<file path="config.mk">
export PLATFORM = sky130hd
export DESIGN_NAME = load_align_unit
export DESIGN_NICKNAME = d
export VERILOG_FILES = /design/src/rtl/load_pkg.sv /design/src/rtl/ld_addr_check.sv /design/src/rtl/ld_extend.sv /design/src/rtl/load_align_unit.sv
export SDC_FILE = /design/constraint.sdc
export NUM_CORES = 1
export LEC_CHECK = 0
export BUFFER_PORTS_ARGS = -buffer_cell sky130_fd_sc_hd__buf_4
export CORE_ASPECT_RATIO = 0.75
export CORE_MARGIN = 3
export CORE_UTILIZATION = 52
export DETAILED_ROUTE_END_ITERATION = 6
export PLACE_DENSITY = 0.81
export SLEW_MARGIN = 30
export SYNTH_ARGS = -nofsm -noshare
export SYNTH_HDL_FRONTEND = slang
export SYNTH_SLANG_ARGS = --single-unit
</file>
<file path="constraint.sdc">
create_clock -name clk_i -period 2.65 [get_ports clk_i]
set_clock_uncertainty 0.1 [all_clocks]
set_input_delay 0.53 -clock clk_i [delete_from_list [all_inputs] [get_ports clk_i]]
set_output_delay 0.53 -clock clk_i [all_outputs]
set_load 0.02 [all_outputs]
</file>
<file path="src/rtl/load_pkg.sv">
package load_pkg;
  localparam int unsigned XLEN  = 32;
  localparam int unsigned OFF_W = 16;
  localparam int unsigned RIDX_W = 5;

  typedef enum logic [2:0] {
    OP_BYTE_S = 3'd0,
    OP_BYTE_U = 3'd1,
    OP_HALF_S = 3'd2,
    OP_HALF_U = 3'd3,
    OP_LINK_W = 3'd4
  } ld_op_e;

  typedef enum logic [1:0] {
    SZ_BYTE = 2'd0,
    SZ_HALF = 2'd1,
    SZ_WORD = 2'd2
  } ld_size_e;
endpackage

</file>
<file path="src/rtl/ld_addr_check.sv">
module ld_addr_check
  import load_pkg::*;
#(
  parameter int unsigned AW = XLEN,
  parameter int unsigned OW = OFF_W
) (
  input  logic [2:0]    op_i,
  input  logic [AW-1:0] base_i,
  input  logic [OW-1:0] off_i,
  output logic [AW-1:0] ea_o,
  output logic          known_o,
  output logic          misalign_o,
  output ld_size_e      size_o
);
  localparam int unsigned EXT_W = AW - OW;

  assign ea_o = base_i + {{EXT_W{off_i[OW-1]}}, off_i};

  always_comb begin
    known_o    = 1'b1;
    misalign_o = 1'b0;
    size_o     = SZ_BYTE;
    unique case (op_i)
      OP_BYTE_S, OP_BYTE_U: size_o = SZ_BYTE;
      OP_HALF_S, OP_HALF_U: begin
        size_o     = SZ_HALF;
        misalign_o = ea_o[0];
      end
      OP_LINK_W: begin
        size_o     = SZ_WORD;
        misalign_o = |ea_o[1:0];
      end
      default: known_o = 1'b0;
    endcase
  end
endmodule

</file>
<file path="src/rtl/ld_extend.sv">
module ld_extend
  import load_pkg::*;
#(
  parameter int unsigned DW = XLEN
) (
  input  logic [2:0]    op_i,
  input  logic [1:0]    lane_i,
  input  logic [DW-1:0] word_i,
  output logic [DW-1:0] data_o
);
  localparam int unsigned BW = 8;
  localparam int unsigned HW = 16;

  logic [BW-1:0] byte_sel;
  logic [HW-1:0] half_sel;

  // big-endian: lane 0 is the most significant byte
  always_comb begin
    unique case (lane_i)
      2'd0:    byte_sel = word_i[31:24];
      2'd1:    byte_sel = word_i[23:16];
      2'd2:    byte_sel = word_i[15:8];
      default: byte_sel = word_i[7:0];
    endcase
    half_sel = lane_i[1] ? word_i[15:0] : word_i[31:16];
  end

  always_comb begin
    unique case (op_i)
      OP_BYTE_S: data_o = {{(DW-BW){byte_sel[BW-1]}}, byte_sel};
      OP_BYTE_U: data_o = {{(DW-BW){1'b0}}, byte_sel};
      OP_HALF_S: data_o = {{(DW-HW){half_sel[HW-1]}}, half_sel};
      OP_HALF_U: data_o = {{(DW-HW){1'b0}}, half_sel};
      default:   data_o = word_i;
    endcase
  end
endmodule

</file>
<file path="src/rtl/load_align_unit.sv">
module load_align_unit
  import load_pkg::*;
(
  input  logic        clk_i,
  input  logic        rst_ni,
  input  logic        req_valid_i,
  input  logic [2:0]  op_i,
  input  logic [31:0] rs_val_i,
  input  logic [15:0] offset_i,
  input  logic [4:0]  dest_i,
  output logic        ready_o,
  output logic        mem_req_o,
  output logic [31:0] mem_addr_o,
  output logic [1:0]  mem_size_o,
  input  logic        mem_rsp_valid_i,
  input  logic [31:0] mem_rsp_data_i,
  input  logic        mem_rsp_err_i,
  output logic        wb_en_o,
  output logic [4:0]  wb_reg_o,
  output logic [31:0] wb_data_o,
  output logic        exc_o,
  output logic [31:0] bad_addr_o,
  output logic        link_o
);
  logic [XLEN-1:0] ea;
  logic            known, misalign;
  ld_size_e        size;
  logic [XLEN-1:0] fmt_data;

  logic              busy_q, req_q, exc_q, wb_q, link_q;
  logic [XLEN-1:0]   addr_q, bad_q, wbd_q;
  logic [1:0]        size_q;
  logic [2:0]        op_q;
  logic [1:0]        lane_q;
  logic [RIDX_W-1:0] dest_q, wbr_q;

  ld_addr_check #(.AW(XLEN), .OW(OFF_W)) u_addr (
    .op_i      (op_i),
    .base_i    (rs_val_i),
    .off_i     (offset_i),
    .ea_o      (ea),
    .known_o   (known),
    .misalign_o(misalign),
    .size_o    (size)
  );

  ld_extend #(.DW(XLEN)) u_ext (
    .op_i  (op_q),
    .lane_i(lane_q),
    .word_i(mem_rsp_data_i),
    .data_o(fmt_data)
  );

  logic accept, rsp_take;
  assign accept   = req_valid_i && !busy_q && known;
  assign rsp_take = busy_q && mem_rsp_valid_i;

  always_ff @(posedge clk_i or negedge rst_ni) begin
    if (!rst_ni) begin
      busy_q <= 1'b0;
      req_q  <= 1'b0;
      exc_q  <= 1'b0;
      wb_q   <= 1'b0;
      link_q <= 1'b0;
      addr_q <= '0;
      bad_q  <= '0;
      wbd_q  <= '0;
      size_q <= '0;
      op_q   <= '0;
      lane_q <= '0;
      dest_q <= '0;
      wbr_q  <= '0;
    end else begin
      req_q <= 1'b0;
      exc_q <= 1'b0;
      wb_q  <= 1'b0;
      if (accept) begin
        if (misalign) begin
          exc_q <= 1'b1;
          bad_q <= ea;
        end else begin
          req_q  <= 1'b1;
          busy_q <= 1'b1;
          addr_q <= ea;
          size_q <= size;
          op_q   <= op_i;
          lane_q <= ea[1:0];
          dest_q <= dest_i;
          if (op_i == OP_LINK_W) link_q <= 1'b1;
        end
      end
      if (rsp_take) begin
        busy_q <= 1'b0;
        if (mem_rsp_err_i) begin
          if (op_q == OP_LINK_W) link_q <= 1'b0;
        end else begin
          wb_q  <= 1'b1;
          wbd_q <= fmt_data;
          wbr_q <= dest_q;
        end
      end
    end
  end

  assign ready_o    = !busy_q;
  assign mem_req_o  = req_q;
  assign mem_addr_o = addr_q;
  assign mem_size_o = size_q;
  assign wb_en_o    = wb_q;
  assign wb_reg_o   = wbr_q;
  assign wb_data_o  = wbd_q;
  assign exc_o      = exc_q;
  assign bad_addr_o = bad_q;
  assign link_o     = link_q;
endmodule

</file>
==> results of run 1 <==
-- power groups by stage --
stage	Clock [mW]	Combinational, mW	Sequential (mW)
global placement	0	3.85	2.94
detailed placement	0	3.96	2.95
CTS	2.29	3.98	2.93
global route	2.38	4.29	3.03
finish	2.28	3.98	2.94
floorplan	0	1.32	3.67
-- worst max-delay path, stage by stage --
cell and delay, ns:
buf_4 0.11, ha_1 0.41, nand3_1 0.13, nor2_1 0.20, o21ai_0 0.13, buf_4 0.16
a31o_1 0.22, a211oi_1 0.42, nor3_1 0.12, o31ai_1 0.28
-- worst min-delay path by stage --
stage	startpoint	to	slack, ns	cells after the start
after floorplan	rst_ni	bad_addr_o[0]$_DFFE_PN0P_	0.13	0
after global placement	dest_q[1]$_DFFE_PN0P_	wb_reg_o[1]$_DFFE_PN0P_	0.35	2
after detailed placement	dest_q[0]$_DFFE_PN0P_	wb_reg_o[0]$_DFFE_PN0P_	0.36	2
after CTS	rst_ni	wb_data_o[2]$_DFFE_PN0P_	0.02	1
after global routing	rst_ni	wb_data_o[1]$_DFFE_PN0P_	0.03	1
final	rst_ni	wb_data_o[1]$_DFFE_PN0P_	-0.004	1
-- flip-flops by register name (all words and copies together), names as in the netlist --
| signal | count |
|---|---|
| mem_size_o | 2 |
| op_q | 3 |
| mem_req_o | 1 |
| busy_q | 1 |
| dest_q | 5 |
| bad_addr_o | 32 |
| wb_en_o | 1 |
| wb_reg_o | 5 |
| exc_o | 1 |
| mem_addr_o | 32 |
| wb_data_o | 32 |
| link_o | 1 |
-- final cells by class --
| type | count | area share |
|---|---|---|
| clock buffers | 18 | 0.0449 |
| clock inverters | 14 | 0.0161 |
| inverters | 8 | 0.00314 |
| multi-input cells | 622 | 0.373 |
| flip-flops and latches | 116 | 0.304 |
| well taps | 166 | 0.0218 |
| repair buffers | 298 | 0.237 |
-- layer usage --
| metal | global-route usage | wire, µm | vias up |
|---|---|---|---|
| met1 | 0.454 | 9450 | 3382 |
| met5 | 0 | 0 | - |
| li1 | - | - | 3341 |
| met4 | 0.0849 | 359 | 0 |
| met2 | 0.449 | 9540 | 373 |
| met3 | 0.0447 | 1890 | 34 |
-- synthesized netlist by cell type (all sizes together) (4+ instances only) --
cell	count
a22oi	10
a31oi	13
nor2b	6
xnor2	10
nand4	5
o21ai	85
and3	8
dfrtp	116
o211ai	7
a211oi	4
nor3	11
a21oi	68
buf	8
o22ai	6
inv	7
o21a	8
a21o	7
a32oi	4
xor2	13
o31ai	5
or4	4
nand2	191
nand3	18
ha	31
nand2b	14
nor2	56
clkbuf	33
or3	4
-- logic make-up after synthesis --
| family | count (synthesis) | share of synthesized area |
|---|---|---|
| AO/OA/AOI/OAI | 235 | 0.216 |
| buffers and inverters | 49 | 0.0287 |
| multiplexers | 5 | 0.0100 |
| adder cells (fa/ha/maj) | 32 | 0.0616 |
| XOR/XNOR | 23 | 0.0304 |
| flip-flops | 116 | 0.438 |
| AND/OR/NAND/NOR | 327 | 0.215 |
==> results.txt, run 1 <==
----------------------------------------------------
[Route]
  Wire length per cell ... roughly 17 µm
  Drt first pass iters ... 5
  Vias per inst ... between 5 and 6
  DRC violation count after routing ... 0
  Count of nets left with antenna violations after detail routing ... 0
  Initial drt markers ... approximately 600
  Via count ... 7130
  DRT Wirelength ... 21200 µm

[Synth]
  Largest area contributor in the synthesized netlist ... dfrtp_1
  Fraction of synthesis flops using an asynchronous set or reset pin ... 1.00
  Count of cell types in the netlist ... 60
  Synth Net Count ... 912
  Sequential cell area fraction in the yosys report ... 0.438
  Dominant synthesized flop cell ... dfrtp_1
  Synthesis-stage register bit count ... approximately 120
  Cell area after synthesis ... 6620 µm²
  Area share of the largest cell type after synthesis ... 0.438
  Gate count after technology mapping ... 787
  Number of warnings reported in the yosys synthesis log ... 0
  Synth area leaders ... dfrtp_1 (44%), nand2_1 (11%), o21ai_0 (6.0%)
  Mean instance size in the synthesized netlist ... about 8.4 µm²
  Count of flip-flops with a built-in enable after synthesis ... 0

[Pwr]
  Clock group share of total power ... 0.247
  Maximum vdd drop ... between 500 and 600 µV
  Fraction of power spent switching nets ... 0.397
  Combinational cell fraction of total power ... 0.433
  Static Leak ... 4.73 nW
  P_sw ... 3.65 mW
  Part of the total power dissipated in sequential elements ... 0.320
  Total power draw ... 9.20 mW
  Internal power contribution ... 5.55 mW
  Total power divided by cell area ... 964 nW/µm²

[Cells and area]
  Storage element area ... around 2900 µm²
  Number of diodes ... 0
  Layout Utilization ... 0.773
  Nets ... between 1000 and 1500
  Fill cell total of the finished layout ... 914
  Total non-filler cell area in the finished layout ... 9550 µm²
  Top library cells by usage in the layout, fill and taps aside ... buf_4 (296), nand2_1 (189), dfrtp_1 (116)
  Multi-input logic area ... 3560 µm²
  Layout overhead on the synthesized area ... 44.2%
  Most common cell after layout, fill and taps aside ... buf_4
  Post-route insts no fill ... 1242
  Layout cell share with drive strength beyond 1 ... 0.326

[Timing]
  Post-route fraction of the period consumed by the critical path ... 0.946
  Slew at the pin closest to its max-slew limit ... about 0.58 ns
  Post-Route Hold Slack ... -0.00385 ns
  Final setup violation count ... 0
  Final Slew Violations ... 0
  PnR worst setup slack ... 0.142 ns
  Final hold violations ... 2
  Setup repair after global routing missed its margin ... no
  Total negative setup slack ... 0 ns
  Period minus WS final ... about 2.5 ns
  Max-Slew Margin vs Limit ... 0.615
  Achievable frequency ... between 0.3 and 0.4 GHz

[Global routing]
  Maximum number of pins on one net before global-route repair ... 49
  Total Routing Usage GR ... 0.300
  Via count of the first global-routing pass ... 6568
  Initial antenna violation count ... 0
  Global-route wire length before repair ... 33800 µm
  GRT Residual Overflow ... 0

[Status]
  Failing checks ... negative hold slack
  Status ... finished with violations

[Floorplanning]
  Total Die Area ... 14100 µm²
  Width of the die ... between 100 and 150 µm
  Die height ... a little over 100 µm
  Total number of placement rows ... 35
  Io pins ... approximately 200
  Effective utilization at floorplan ... 0.536
  Area inside the core boundary ... roughly 12000 µm²

[Worst hold path]
  Hold Crit Class ... input port to asynchronous set/reset pin

[Clocking]
  CTS root buffer ... clkbuf_16
  Clock-pin slew of the registers on the worst-case setup and hold paths ... 0.06 ns
  Depth of the CTS H-tree ... 4
  Count of hold buffers inserted by post-cts repair ... 0
  CTS tree ... done
  Number of buffers created by CTS ... 17
  Largest buffer count on any clock path ... 2
  Sink Count ... 116
  Post_cts resized ... 0
  Worst skew pair latency ... 0.41 ns
  Count of buffers added by post-CTS timing repair for setup ... 0

[Placement]
  Worst-case setup slack after placement ... -0.223 ns
  DP Wirelength ... 16200 µm
  Number of buffer cells added on primary ports ... 200
  GP Congestion ... 0.872
  Dpl cells ... 1210
  Dpl cell area ... 8970 µm²

[Worst setup path]
  Logic depth of the worst register-to-register path ... 5
  Endpoint type of the worst setup path ... register
  End of the worst register-to-register path ... wb_data_o[9]$_DFFE_PN0P_
  Launch point of the worst reg-to-reg path ... mem_addr_o[0]$_DFFE_PN0P_
  CP max FO ... 6
  Worst endpoint required time ... around 2.9 ns
  Endpoint of the most critical setup path ... mem_addr_o[25]$_DFFE_PN0P_
  R2R setup slack ... 0.60 ns
  Arrival time at the worst endpoint ... 2.71 ns
  Critical Path Source ... offset_i[4]
  Type of origin of the critical path ... input port
  WS Path Type ... input port to register

[Run]
  Max-cap viol count ... 0

----------------------------------------------------
(Power assumes the default switching activity.)
==> run 2: changes to the inputs <==
Settings changed: CORE_UTILIZATION 52 to 40, PLACE_DENSITY 0.81 to default, SKIP_LAST_GASP from default to 1.
==> results.txt, run 2 (synthesis results as in run 1) <==
----------------------------------------------------
[Status]
  Status ... finished, final reports clean

[Cells and area]
  Most common cell after layout, fill and taps aside ... buf_4
  Layout cell share with drive strength beyond 1 ... 0.334
  Post-route insts no fill ... 1295
  Number of diodes ... 0
  Layout Utilization ... 0.605
  Top library cells by usage in the layout, fill and taps aside ... buf_4 (304), nand2_1 (189), dfrtp_1 (116)
  Layout overhead on the synthesized area ... 47.1%
  Nets ... 1197

[Route]
  Vias per inst ... 5.17
  Via count ... between 6000 and 7000
  DRT Wirelength ... 21000 µm
  Drt first pass iters ... 5
  Count of nets left with antenna violations after detail routing ... 0
  Initial drt markers ... 390
  DRC violation count after routing ... 0
  Wire length per cell ... 16.2 µm

[Worst setup path]
  Logic depth of the worst register-to-register path ... 5
  Critical Path Source ... offset_i[15]
  Count of cell instances traversed by the critical path ... 10
  Worst endpoint required time ... 2.85 ns
  Sum of buffers and inverters on the critical path ... 3
  Slowest library cell on the worst path ... a2111oi_2
  Most repeated library cell on the critical path ... buf_4
  Critical Path, Cell by Cell ... buf_4 -> buf_4 -> ha_1 -> buf_4 -> nand2_1 -> o211ai_1 -> a31oi_1 -> a2111oi_2 -> a311oi_2 -> mux2_2
  Endpoint type of the worst setup path ... register
  End of the worst register-to-register path ... wb_data_o[9]$_DFFE_PN0P_
  Crit-path max cell delay ... 0.44 ns
  CP max FO ... 10
  R2R setup slack ... 0.61 ns
  WS Path Type ... input port to register
  Endpoint of the most critical setup path ... bad_addr_o[29]$_DFFE_PN0P_
  Type of origin of the critical path ... input port
  Arrival time at the worst endpoint ... approximately 2.7 ns
  Launch point of the worst reg-to-reg path ... mem_addr_o[0]$_DFFE_PN0P_
  Kind of cell with the highest combined delay on the critical path ... compound AO/OA/AOI/OAI gates

[Global routing]
  Initial antenna violation count ... 0
  Total Routing Usage GR ... 0.232
  GRT Residual Overflow ... 0
  Maximum number of pins on one net before global-route repair ... 50
  Via count of the first global-routing pass ... 6416
  Global-route wire length before repair ... 34000 µm

[Timing]
  Total negative setup slack ... 0 ns
  Final hold violations ... 0
  Final Slew Violations ... 0
  PnR worst setup slack ... 0.146 ns
  Slew at the pin closest to its max-slew limit ... 0.543 ns
  Achievable frequency ... ~0.40 GHz
  Setup repair after global routing missed its margin ... no
  Max-Slew Margin vs Limit ... 0.637
  Post-route fraction of the period consumed by the critical path ... 0.945
  Period minus WS final ... around 2.5 ns
  Final setup violation count ... 0

[Placement]
  Worst-case setup slack after placement ... -0.290 ns
  DP Wirelength ... about 16000 µm
  GP Congestion ... 0.897
  Dpl cells ... 1262
  Number of buffer cells added on primary ports ... 200

[Clocking]
  Largest buffer count on any clock path ... 2
  Number of buffers created by CTS ... 17
  Clock-pin slew of the registers on the worst-case setup and hold paths ... 0.06 ns
  Worst skew pair latency ... 0.42 ns
  CTS tree ... done
  CTS root buffer ... clkbuf_16
  Sink Count ... 116
  Depth of the CTS H-tree ... 4

[Pwr]
  Fraction of power spent switching nets ... 0.382
  Total power divided by cell area ... 961 nW/µm²
  Clock group share of total power ... 0.266
  Total power draw ... 9.37 mW
  P_sw ... around 3.6 mW
  Internal power contribution ... between 5 and 6 mW
  Part of the total power dissipated in sequential elements ... 0.312
  Static Leak ... roughly 4.8 nW
  Combinational cell fraction of total power ... 0.423
  Maximum vdd drop ... 541 µV

[Floorplanning]
  Io pins ... between 200 and 250
  Total Die Area ... 18200 µm²
  Total number of placement rows ... 40
  Die height ... around 120 µm
  Effective utilization at floorplan ... 0.411
  Width of the die ... about 150 µm
  Area inside the core boundary ... 16100 µm²

[Run]
  Max-cap viol count ... 0

[Worst hold path]
  Worst hold path stage count ... 3
  Hold Crit Class ... input port to register

----------------------------------------------------
==> run 2: power groups by stage <==
| stage | sequential [mW] | clock (mW) | combinational [mW] |
|---|---|---|---|
| 5_1_grt | 3.01 | 2.62 | 4.31 |
| 2_1_floorplan | 3.67 | 0 | 1.32 |
| 4_1_cts | 2.92 | 2.53 | 3.99 |
| 6_report | 2.92 | 2.49 | 3.96 |
| 3_3_place_gp | 2.93 | 0 | 3.93 |
| 3_5_place_dp | 2.94 | 0 | 3.96 |
==> run 2: final cells by class <==
type | instances | area [µm²]
clock inverters | 14 | 200
inverters | 8 | 30.0
well taps | 210 | 263
flip-flops and latches | 116 | 2900
fillers | 1483 | 6370
repair buffers | 307 | 2330
multi-input cells | 622 | 3570
clock buffers | 18 | 439
==> run 2: per-layer routing <==
layer | part of all wire | vias up | global-route usage
met5 | 0 | - | 0
met3 | 0.068 | 13 | 0.0553
met2 | 0.42 | 224 | 0.330
li1 | - | 3343 | -
met1 | 0.50 | 3109 | 0.356
met4 | 0.0095 | 0 | 0.0507
==> run 2: per-stage QoR <==
stage	instance area, µm²	hold slack, ns
floorplan	6650	0.134
global placement	9080	0.351
detailed placement	9080	0.350
CTS	9730	0.186
global route	9740	0.197
finish	9740	0.197
==> run 2: what timing repair did <==
item                                    in CTS  in global routing
endpoints found under the hold margin       23                  0
resized for setup                            0                  3
buffers inserted                             0                  0
hold buffers                                 1                  0
endpoints found under the setup margin       0                  6
==> run 2: worst min path at each step <==
stage | startpoint | endpoint | slack [ns]
after global routing | dest_i[4] | dest_q[4]$_DFFE_PN0P_ | 0.20
after detailed placement | dest_q[0]$_DFFE_PN0P_ | wb_reg_o[0]$_DFFE_PN0P_ | 0.35
final | dest_i[0] | dest_q[0]$_DFFE_PN0P_ | 0.20
after floorplan | rst_ni | bad_addr_o[0]$_DFFE_PN0P_ | 0.13
after CTS | dest_i[0] | dest_q[0]$_DFFE_PN0P_ | 0.19
after global placement | dest_q[3]$_DFFE_PN0P_ | wb_reg_o[3]$_DFFE_PN0P_ | 0.35
==> run 2: worst min-delay path: cells and delay by family <==
kind | cells | cell delay (ns)
buffers and inverters | 1 | 0.08
and+or+nand+nor | 2 | 0.08
